[config.mk]
export PLATFORM = sky130hd
export DESIGN_NAME = pwm_fault_unit
export DESIGN_NICKNAME = d
export VERILOG_FILES = /design/src/rtl/pwm_fault_pkg.sv /design/src/rtl/fault_pin_sync.sv /design/src/rtl/pwm_fault_regs.sv /design/src/rtl/fault_stretch.sv /design/src/rtl/fault_latch_status.sv /design/src/rtl/pwm_fault_unit.sv
export SDC_FILE = /design/constraint.sdc
export NUM_CORES = 1
export LEC_CHECK = 0
export ABC_AREA = 0
export BUFFER_PORTS_ARGS = -buffer_cell sky130_fd_sc_hd__buf_2
export CORE_UTILIZATION = 54
export CTS_CLUSTER_DIAMETER = 40
export DETAILED_ROUTE_END_ITERATION = 8
export HOLD_SLACK_MARGIN = 0.12
export PLACE_DENSITY_LB_ADDON = 0.08
export SETUP_SLACK_MARGIN = 0.15
export SYNTH_ARGS = -nofsm -noshare
export SYNTH_HDL_FRONTEND = slang
export SYNTH_SLANG_ARGS = --single-unit
export TNS_END_PERCENT = 20
[constraint.sdc]
create_clock -name clk -period 3.5 [get_ports clk]
set_input_delay 1.05 -clock clk [delete_from_list [all_inputs] [get_ports clk]]
set_output_delay 1.05 -clock clk [all_outputs]
set_load 0.1 [all_outputs]
[src/rtl/pwm_fault_pkg.sv]
package pwm_fault_pkg;
  localparam int REG_CFG    = 0;
  localparam int REG_PINS   = 1;
  localparam int REG_CMP    = 2;
  localparam int REG_MINPER = 3;
  localparam int REG_CLR    = 4;

  localparam int CFG_LATCH   = 0;
  localparam int CFG_STRETCH = 1;
  localparam int CFG_STALL   = 2;
  localparam int CFG_IRQ     = 3;
  localparam int CFG_SAFE_A  = 4;
  localparam int CFG_SAFE_B  = 5;

  localparam int PIN_POL_LSB   = 8;
  localparam int CLR_CMP_LSB   = 8;
  localparam int CLR_LATCH_BIT = 16;
endpackage

[src/rtl/fault_pin_sync.sv]
module fault_pin_sync #(
  parameter int NP = 4
) (
  input  logic          clk,
  input  logic          rst_n,
  input  logic [NP-1:0] pin_i,
  output logic [NP-1:0] pin_sync_o
);
  for (genvar i = 0; i < NP; i++) begin : g_pin
    logic s1_q, s2_q;
    always_ff @(posedge clk or negedge rst_n) begin
      if (!rst_n) begin
        s1_q <= 1'b0;
        s2_q <= 1'b0;
      end else begin
        s1_q <= pin_i[i];
        s2_q <= s1_q;
      end
    end
    assign pin_sync_o[i] = s2_q;
  end
endmodule

[src/rtl/pwm_fault_regs.sv]
module pwm_fault_regs
  import pwm_fault_pkg::*;
#(
  parameter int NP = 4,
  parameter int NC = 8,
  parameter int CW = 16,
  parameter int AW = 3,
  parameter int DW = 32
) (
  input  logic          clk,
  input  logic          rst_n,
  input  logic          wr_en,
  input  logic [AW-1:0] wr_addr,
  input  logic [DW-1:0] wr_data,
  output logic          latch_mode,
  output logic          stretch_en,
  output logic          stall_en,
  output logic          irq_en,
  output logic          safe_a,
  output logic          safe_b,
  output logic [NP-1:0] pin_en,
  output logic [NP-1:0] pin_pol,
  output logic [NC-1:0] cmp_en,
  output logic [CW-1:0] min_per,
  output logic [NP-1:0] clr_pin,
  output logic [NC-1:0] clr_cmp,
  output logic          clr_latch
);
  logic sel_cfg, sel_pins, sel_cmp, sel_min, sel_clr;

  assign sel_cfg  = wr_en && (wr_addr == AW'(REG_CFG));
  assign sel_pins = wr_en && (wr_addr == AW'(REG_PINS));
  assign sel_cmp  = wr_en && (wr_addr == AW'(REG_CMP));
  assign sel_min  = wr_en && (wr_addr == AW'(REG_MINPER));
  assign sel_clr  = wr_en && (wr_addr == AW'(REG_CLR));

  always_ff @(posedge clk or negedge rst_n) begin
    if (!rst_n) begin
      latch_mode <= 1'b0;
      stretch_en <= 1'b0;
      stall_en   <= 1'b0;
      irq_en     <= 1'b0;
      safe_a     <= 1'b0;
      safe_b     <= 1'b0;
      pin_en     <= '0;
      pin_pol    <= '0;
      cmp_en     <= '0;
      min_per    <= '0;
    end else begin
      if (sel_cfg) begin
        latch_mode <= wr_data[CFG_LATCH];
        stretch_en <= wr_data[CFG_STRETCH];
        stall_en   <= wr_data[CFG_STALL];
        irq_en     <= wr_data[CFG_IRQ];
        safe_a     <= wr_data[CFG_SAFE_A];
        safe_b     <= wr_data[CFG_SAFE_B];
      end
      if (sel_pins) begin
        pin_en  <= wr_data[NP-1:0];
        pin_pol <= wr_data[PIN_POL_LSB +: NP];
      end
      if (sel_cmp) cmp_en  <= wr_data[NC-1:0];
      if (sel_min) min_per <= wr_data[CW-1:0];
    end
  end

  assign clr_pin   = sel_clr ? wr_data[NP-1:0] : '0;
  assign clr_cmp   = sel_clr ? wr_data[CLR_CMP_LSB +: NC] : '0;
  assign clr_latch = sel_clr && wr_data[CLR_LATCH_BIT];

  logic unused_data_bits;
  assign unused_data_bits = ^wr_data[DW-1:CLR_LATCH_BIT+1];
endmodule

[src/rtl/fault_stretch.sv]
module fault_stretch #(
  parameter int CW = 16
) (
  input  logic          clk,
  input  logic          rst_n,
  input  logic          raw_cond,
  input  logic          stretch_en,
  input  logic [CW-1:0] min_per,
  output logic [CW-1:0] cnt_q,
  output logic          fault_cond
);
  function automatic logic [CW-1:0] next_count(input logic hit,
                                               input logic [CW-1:0] reload,
                                               input logic [CW-1:0] cur);
    if (hit)             return reload;
    else if (cur != '0)  return cur - 1'b1;
    else                 return cur;
  endfunction

  always_ff @(posedge clk or negedge rst_n) begin
    if (!rst_n) cnt_q <= '0;
    else        cnt_q <= next_count(raw_cond, min_per, cnt_q);
  end

  assign fault_cond = raw_cond | (stretch_en & (cnt_q != '0));
endmodule

[src/rtl/fault_latch_status.sv]
module fault_latch_status #(
  parameter int NP = 4,
  parameter int NC = 8
) (
  input  logic          clk,
  input  logic          rst_n,
  input  logic          fault_cond,
  input  logic          latch_mode,
  input  logic          clr_latch,
  input  logic [NP-1:0] pin_hit,
  input  logic [NC-1:0] cmp_hit,
  input  logic [NP-1:0] clr_pin,
  input  logic [NC-1:0] clr_cmp,
  output logic          latched_q,
  output logic          fault_act,
  output logic [NP-1:0] pin_stat,
  output logic [NC-1:0] cmp_stat
);
  function automatic logic [NC-1:0] sticky_next(input logic [NC-1:0] cur,
                                                input logic [NC-1:0] set,
                                                input logic [NC-1:0] clr);
    return (cur & ~clr) | set;
  endfunction

  logic [NC-1:0] pin_next_w;
  assign pin_next_w = sticky_next(NC'(pin_stat), NC'(pin_hit), NC'(clr_pin));

  always_ff @(posedge clk or negedge rst_n) begin
    if (!rst_n) begin
      latched_q <= 1'b0;
      pin_stat  <= '0;
      cmp_stat  <= '0;
    end else begin
      if (!latch_mode)                 latched_q <= 1'b0;
      else if (fault_cond)             latched_q <= 1'b1;
      else if (clr_latch)              latched_q <= 1'b0;
      pin_stat <= pin_next_w[NP-1:0];
      cmp_stat <= sticky_next(cmp_stat, cmp_hit, clr_cmp);
    end
  end

  assign fault_act = fault_cond | (latch_mode & latched_q);

  logic unused_pin_bits;
  assign unused_pin_bits = (NC > NP) ? ^pin_next_w : 1'b0;
endmodule

[src/rtl/pwm_fault_unit.sv]
module pwm_fault_unit #(
  parameter int NP = 4,
  parameter int NC = 8,
  parameter int CW = 16,
  parameter int AW = 3,
  parameter int DW = 32
) (
  input  logic          clk,
  input  logic          rst_n,
  input  logic          wr_en_i,
  input  logic [AW-1:0] wr_addr_i,
  input  logic [DW-1:0] wr_data_i,
  input  logic [NP-1:0] fault_pin_i,
  input  logic          dbg_stall_i,
  input  logic [NC-1:0] cmp_trig_i,
  input  logic          pwm_a_i,
  input  logic          pwm_b_i,
  output logic          pwm_a_o,
  output logic          pwm_b_o,
  output logic          fault_o,
  output logic          irq_o,
  output logic [NP-1:0] pin_stat_o,
  output logic [NC-1:0] cmp_stat_o
);
  logic          latch_mode, stretch_en, stall_en, irq_en, safe_a, safe_b;
  logic [NP-1:0] pin_en, pin_pol, clr_pin, pin_sync, pin_hit;
  logic [NC-1:0] cmp_en, clr_cmp, cmp_hit;
  logic [CW-1:0] min_per, cnt_q;
  logic          clr_latch, raw_cond, fault_cond, latched_q, fault_act;

  pwm_fault_regs #(.NP(NP), .NC(NC), .CW(CW), .AW(AW), .DW(DW)) u_regs (
    .clk(clk), .rst_n(rst_n), .wr_en(wr_en_i), .wr_addr(wr_addr_i), .wr_data(wr_data_i),
    .latch_mode(latch_mode), .stretch_en(stretch_en), .stall_en(stall_en),
    .irq_en(irq_en), .safe_a(safe_a), .safe_b(safe_b), .pin_en(pin_en),
    .pin_pol(pin_pol), .cmp_en(cmp_en), .min_per(min_per),
    .clr_pin(clr_pin), .clr_cmp(clr_cmp), .clr_latch(clr_latch)
  );

  fault_pin_sync #(.NP(NP)) u_sync (
    .clk(clk), .rst_n(rst_n), .pin_i(fault_pin_i), .pin_sync_o(pin_sync)
  );

  // polarity correction then per-source enable
  assign pin_hit  = (pin_sync ^ pin_pol) & pin_en;
  assign cmp_hit  = cmp_trig_i & cmp_en;
  assign raw_cond = (|pin_hit) | (|cmp_hit) | (dbg_stall_i & stall_en);

  fault_stretch #(.CW(CW)) u_stretch (
    .clk(clk), .rst_n(rst_n), .raw_cond(raw_cond), .stretch_en(stretch_en),
    .min_per(min_per), .cnt_q(cnt_q), .fault_cond(fault_cond)
  );

  fault_latch_status #(.NP(NP), .NC(NC)) u_latch (
    .clk(clk), .rst_n(rst_n), .fault_cond(fault_cond), .latch_mode(latch_mode),
    .clr_latch(clr_latch), .pin_hit(pin_hit), .cmp_hit(cmp_hit),
    .clr_pin(clr_pin), .clr_cmp(clr_cmp), .latched_q(latched_q),
    .fault_act(fault_act), .pin_stat(pin_stat_o), .cmp_stat(cmp_stat_o)
  );

  assign fault_o = fault_act;
  assign irq_o   = fault_act & irq_en;
  assign pwm_a_o = fault_act ? safe_a : pwm_a_i;
  assign pwm_b_o = fault_act ? safe_b : pwm_b_i;
endmodule

==> impl_results.md <==
- Highest Clock Rate: 273.5 MHz
- Synth Area in Adders: 0.3874%
- Fillcell total: 436
- Die Y: 79.33 microns
- # IOs: 69
- Die X: 79.33 microns
- CTS tree: built
- Crit Path Class: in -> out
- Synth Area in XOR/XNOR: 2.983%
- PwrDens: 645.6 nW/um^2
- Syn Std Cell Area: 3229 sq um
- Max_slew headroom: 39.93%
- Largest family of logic cells by synthesized area: multiplexers
- Worst-path fanout max: 4
- Worst-path cell chain: buf_2 > a22oi_1 > and3_1 > nand4_1 > a221o_4 > mux2_4 > buf_12
- Diode count: 0
- Status: finished, violations left
- Leak: 1.722 nW
- Clk root buf: clkbuf_8
- Remaining DRCs: 0
- Die area: 6293 sq um
- Total congestion overflow: 0
- Skew final: 0.007645 ns
- Initial antenna violation count: 0
- Vias in the first global route: 2291
- Area grow syn2layout: 20.84%
- Initial Util: 57.24%
- Worst-Margin Slew: 0.9011 ns
- CP max-delay cell: a221o_4
- Routed WL: 6563 microns
- Top post-synthesis cells by count: dfrtp_1 (75), mux2_2 (40), nand2_1 (34)
- Post-synth EDFFs: 0
- Final WS setup: -0.1557 ns
- Top delay family on crit path: compound AO/OA/AOI/OAI gates
- TritonCTS Buffers: 9
- Count of buffers from port buffering: 53
- Gr usage total: 23.66%
- CP bufs+invs: 2
- Largest net degree at the start of global routing: 76
- Clock transition at path regs: 0.07 ns
- RSZ-0062 raised after global routing: true
- Setup TNS: -0.3509 ns
- Syn_nets: 307
- Routed Antenna Nets: 0
- Clk_lat worst skew: 0.34 ns
- Rows: 27
- Sinks on the clock net: 75
- Final setup viols: 3
- Core area: 5642 sq um
- First-pass GRT wire length: 10940 microns
- Via count: 2238
- Max cap viols: 0
- Unique masters post-synth: 43
- RePlAce Congestion: 0.8011
- Final Net Count: 376
- Sequential cell area fraction in the yosys report: 58.12%
- Critical Path RT: 2.45 ns
- CP endpoint kind: output port
- Top cell type's share of synthesized area: 58.12%
- Crit path time final: 3.656 ns
- Detailed placement HPWL: 4739 microns
- Share of layout cells above drive strength 1: 40.80%
- Syn Area/Cell: 12.76 sq um
- Main synth FF type: dfrtp_1
- CTS Buffer Depth: 2
- Violations in the final reports: negative setup slack
- Yosys warns: 0
- PnR Total Power: 2.519 mW
- Hold WC Path Type: reg -> reg
- Final Max Slew Viols: 0
- WL per Instance: 16.49 microns
- Share of synthesized registers carrying an async set or reset: 100.0%
- Total iterations of the first detailed-routing run: 5
- Htree depth: 3
- Most instantiated library cell after synthesis: dfrtp_1
- CP Launch Type: input port
- Synth Area in Simple Gates: 11.97%
- Final Hold Viols: 0
- Synth area leader: dfrtp_1
- Max stage delay on crit path: 0.41 ns
- Iter 0 DRT Violations: 142
- Hold Buf Count CTS: 0
- Yosys reg bits: 75
- Crit share post-route: 104.4%
- DR vias/cell: 5.623
- Compound-Gate Fraction of Synth Area: 9.996%
- VDD IR-drop max: 0.3834 mV
- Critical Path AT: 2.61 ns
- Mux contribution to synthesized area: 15.50%
- Mapped Cells: 253
- Area contributors post-synth: dfrtp_1 (58%), mux2_2 (14%), nand2_1 (4.0%)
==> registers in the layout, indices dropped and copies added, names as in the netlist, 4 cells and up <==
signal             count
u_regs.pin_pol         4
u_stretch.cnt_q       16
u_sync.g_pin.s2_q      4
u_regs.cmp_en          8
u_sync.g_pin.s1_q      4
u_latch.cmp_stat       8
u_regs.min_per        16
u_latch.pin_stat       4
u_regs.pin_en          4
==> placed cells by master, fill, tap and decap left out, types with 3 or more instances in the layout <==
| master | Yosys | final |
|---|---|---|
| a21oi_1 | 4 | 4 |
| a22o_1 | 11 | 11 |
| a22oi_1 | 3 | 3 |
| buf_2 | 0 | 47 |
| buf_4 | 0 | 13 |
| clkbuf_8 | 0 | 9 |
| dfrtp_1 | 75 | 75 |
| mux2_2 | 40 | 40 |
| nand2_1 | 34 | 34 |
| nor2_1 | 5 | 5 |
| nor3_1 | 6 | 6 |
| o21ai_0 | 9 | 9 |
| o31ai_1 | 7 | 7 |
| xnor2_1 | 6 | 6 |
| xor2_1 | 5 | 5 |
==> logic make-up (layout without fill, tap and decap cells) <==
family / Yosys count / count (layout)
AND/OR/NAND/NOR: 69 / 69
flip-flops: 75 / 75
adder cells (fa/ha/maj): 1 / 1
AO/OA/AOI/OAI: 44 / 44
buffers and inverters: 9 / 82
XOR/XNOR: 11 / 11
multiplexers: 44 / 44
==> metal layers <==
metal / track usage, % / part of all wire (%) / vias up
met5: 0 / 0 / -
met4: 11.27 / 1.1 / 0
met3: 4.828 / 3.4 / 6
met2: 37.59 / 51 / 52
met1: 31.10 / 45 / 1117
li1: - / - / 1063
==> per-stage QoR <==
stage	util [%]	hold slack, ns	setup WS (ns)	instances	area [sq um]
2_1_floorplan	-	0.3312	-0.1459	253	3239
3_3_place_gp	65.40	0.3333	-0.1507	382	3690
3_5_place_dp	65.40	0.3457	-0.1642	382	3690
4_1_cts	69.06	0.3631	-0.1589	398	3896
5_1_grt	69.17	0.3653	-0.2140	398	3902
6_report	69.17	0.3590	-0.1557	398	3902
==> worst register-to-register path: stages (launching register included) <==
cell and delay (ns):
dfrtp_1 0.41, or4_4 0.57, or3_4 0.38, nor2_2 0.33, xnor2_1 0.18, o21ai_0 0.10
==> report_power, final <==
part / switching [mW] / total, mW / internal [mW] / leakage [nW]
clock network: 0.302 / 0.625 / 0.323 / 0.0881
registers: 0.139 / 1.18 / 1.05 / 0.867
logic: 0.429 / 0.710 / 0.281 / 0.767
==> what timing repair did <==
action	CTS	global route
pin swaps	2	2
resized for setup	4	1
buffers inserted	1	0
endpoints found under the setup margin	4	4
==> cell type report <==
type	instances	area (sq um)	area share, %
Clock inverter	5	55.05	1.411
Sequential cell	75	1877	48.09
Inverter	2	7.507	0.1924
Multi-Input combinational cell	169	1335	34.21
Tap cell	72	90.09	2.308
Clock buffer	10	127.6	3.270
Timing Repair Buffer	65	410.4	10.52
==> worst paths after layout <==
kind,from,end,slack (ns),cells after the start
setup / recovery,cmp_trig_i[6],pwm_a_o,-0.16,7
hold / removal,u_sync.g_pin[0].s1_q$_DFF_PN0_,u_sync.g_pin[0].s2_q$_DFF_PN0_,0.36,0
setup reg to reg,u_stretch.cnt_q[12]$_DFFE_PN0P_,u_stretch.cnt_q[0]$_DFFE_PN0P_,1.41,5
hold reg to reg,u_sync.g_pin[0].s1_q$_DFF_PN0_,u_sync.g_pin[0].s2_q$_DFF_PN0_,0.36,0
max in group asynchronous,rst_n,u_regs.pin_pol[1]$_DFFE_PN0P_,2.09,1
min in group asynchronous,rst_n,u_stretch.cnt_q[11]$_DFFE_PN0P_,0.84,1
Power figures use the tool's default switching activity.
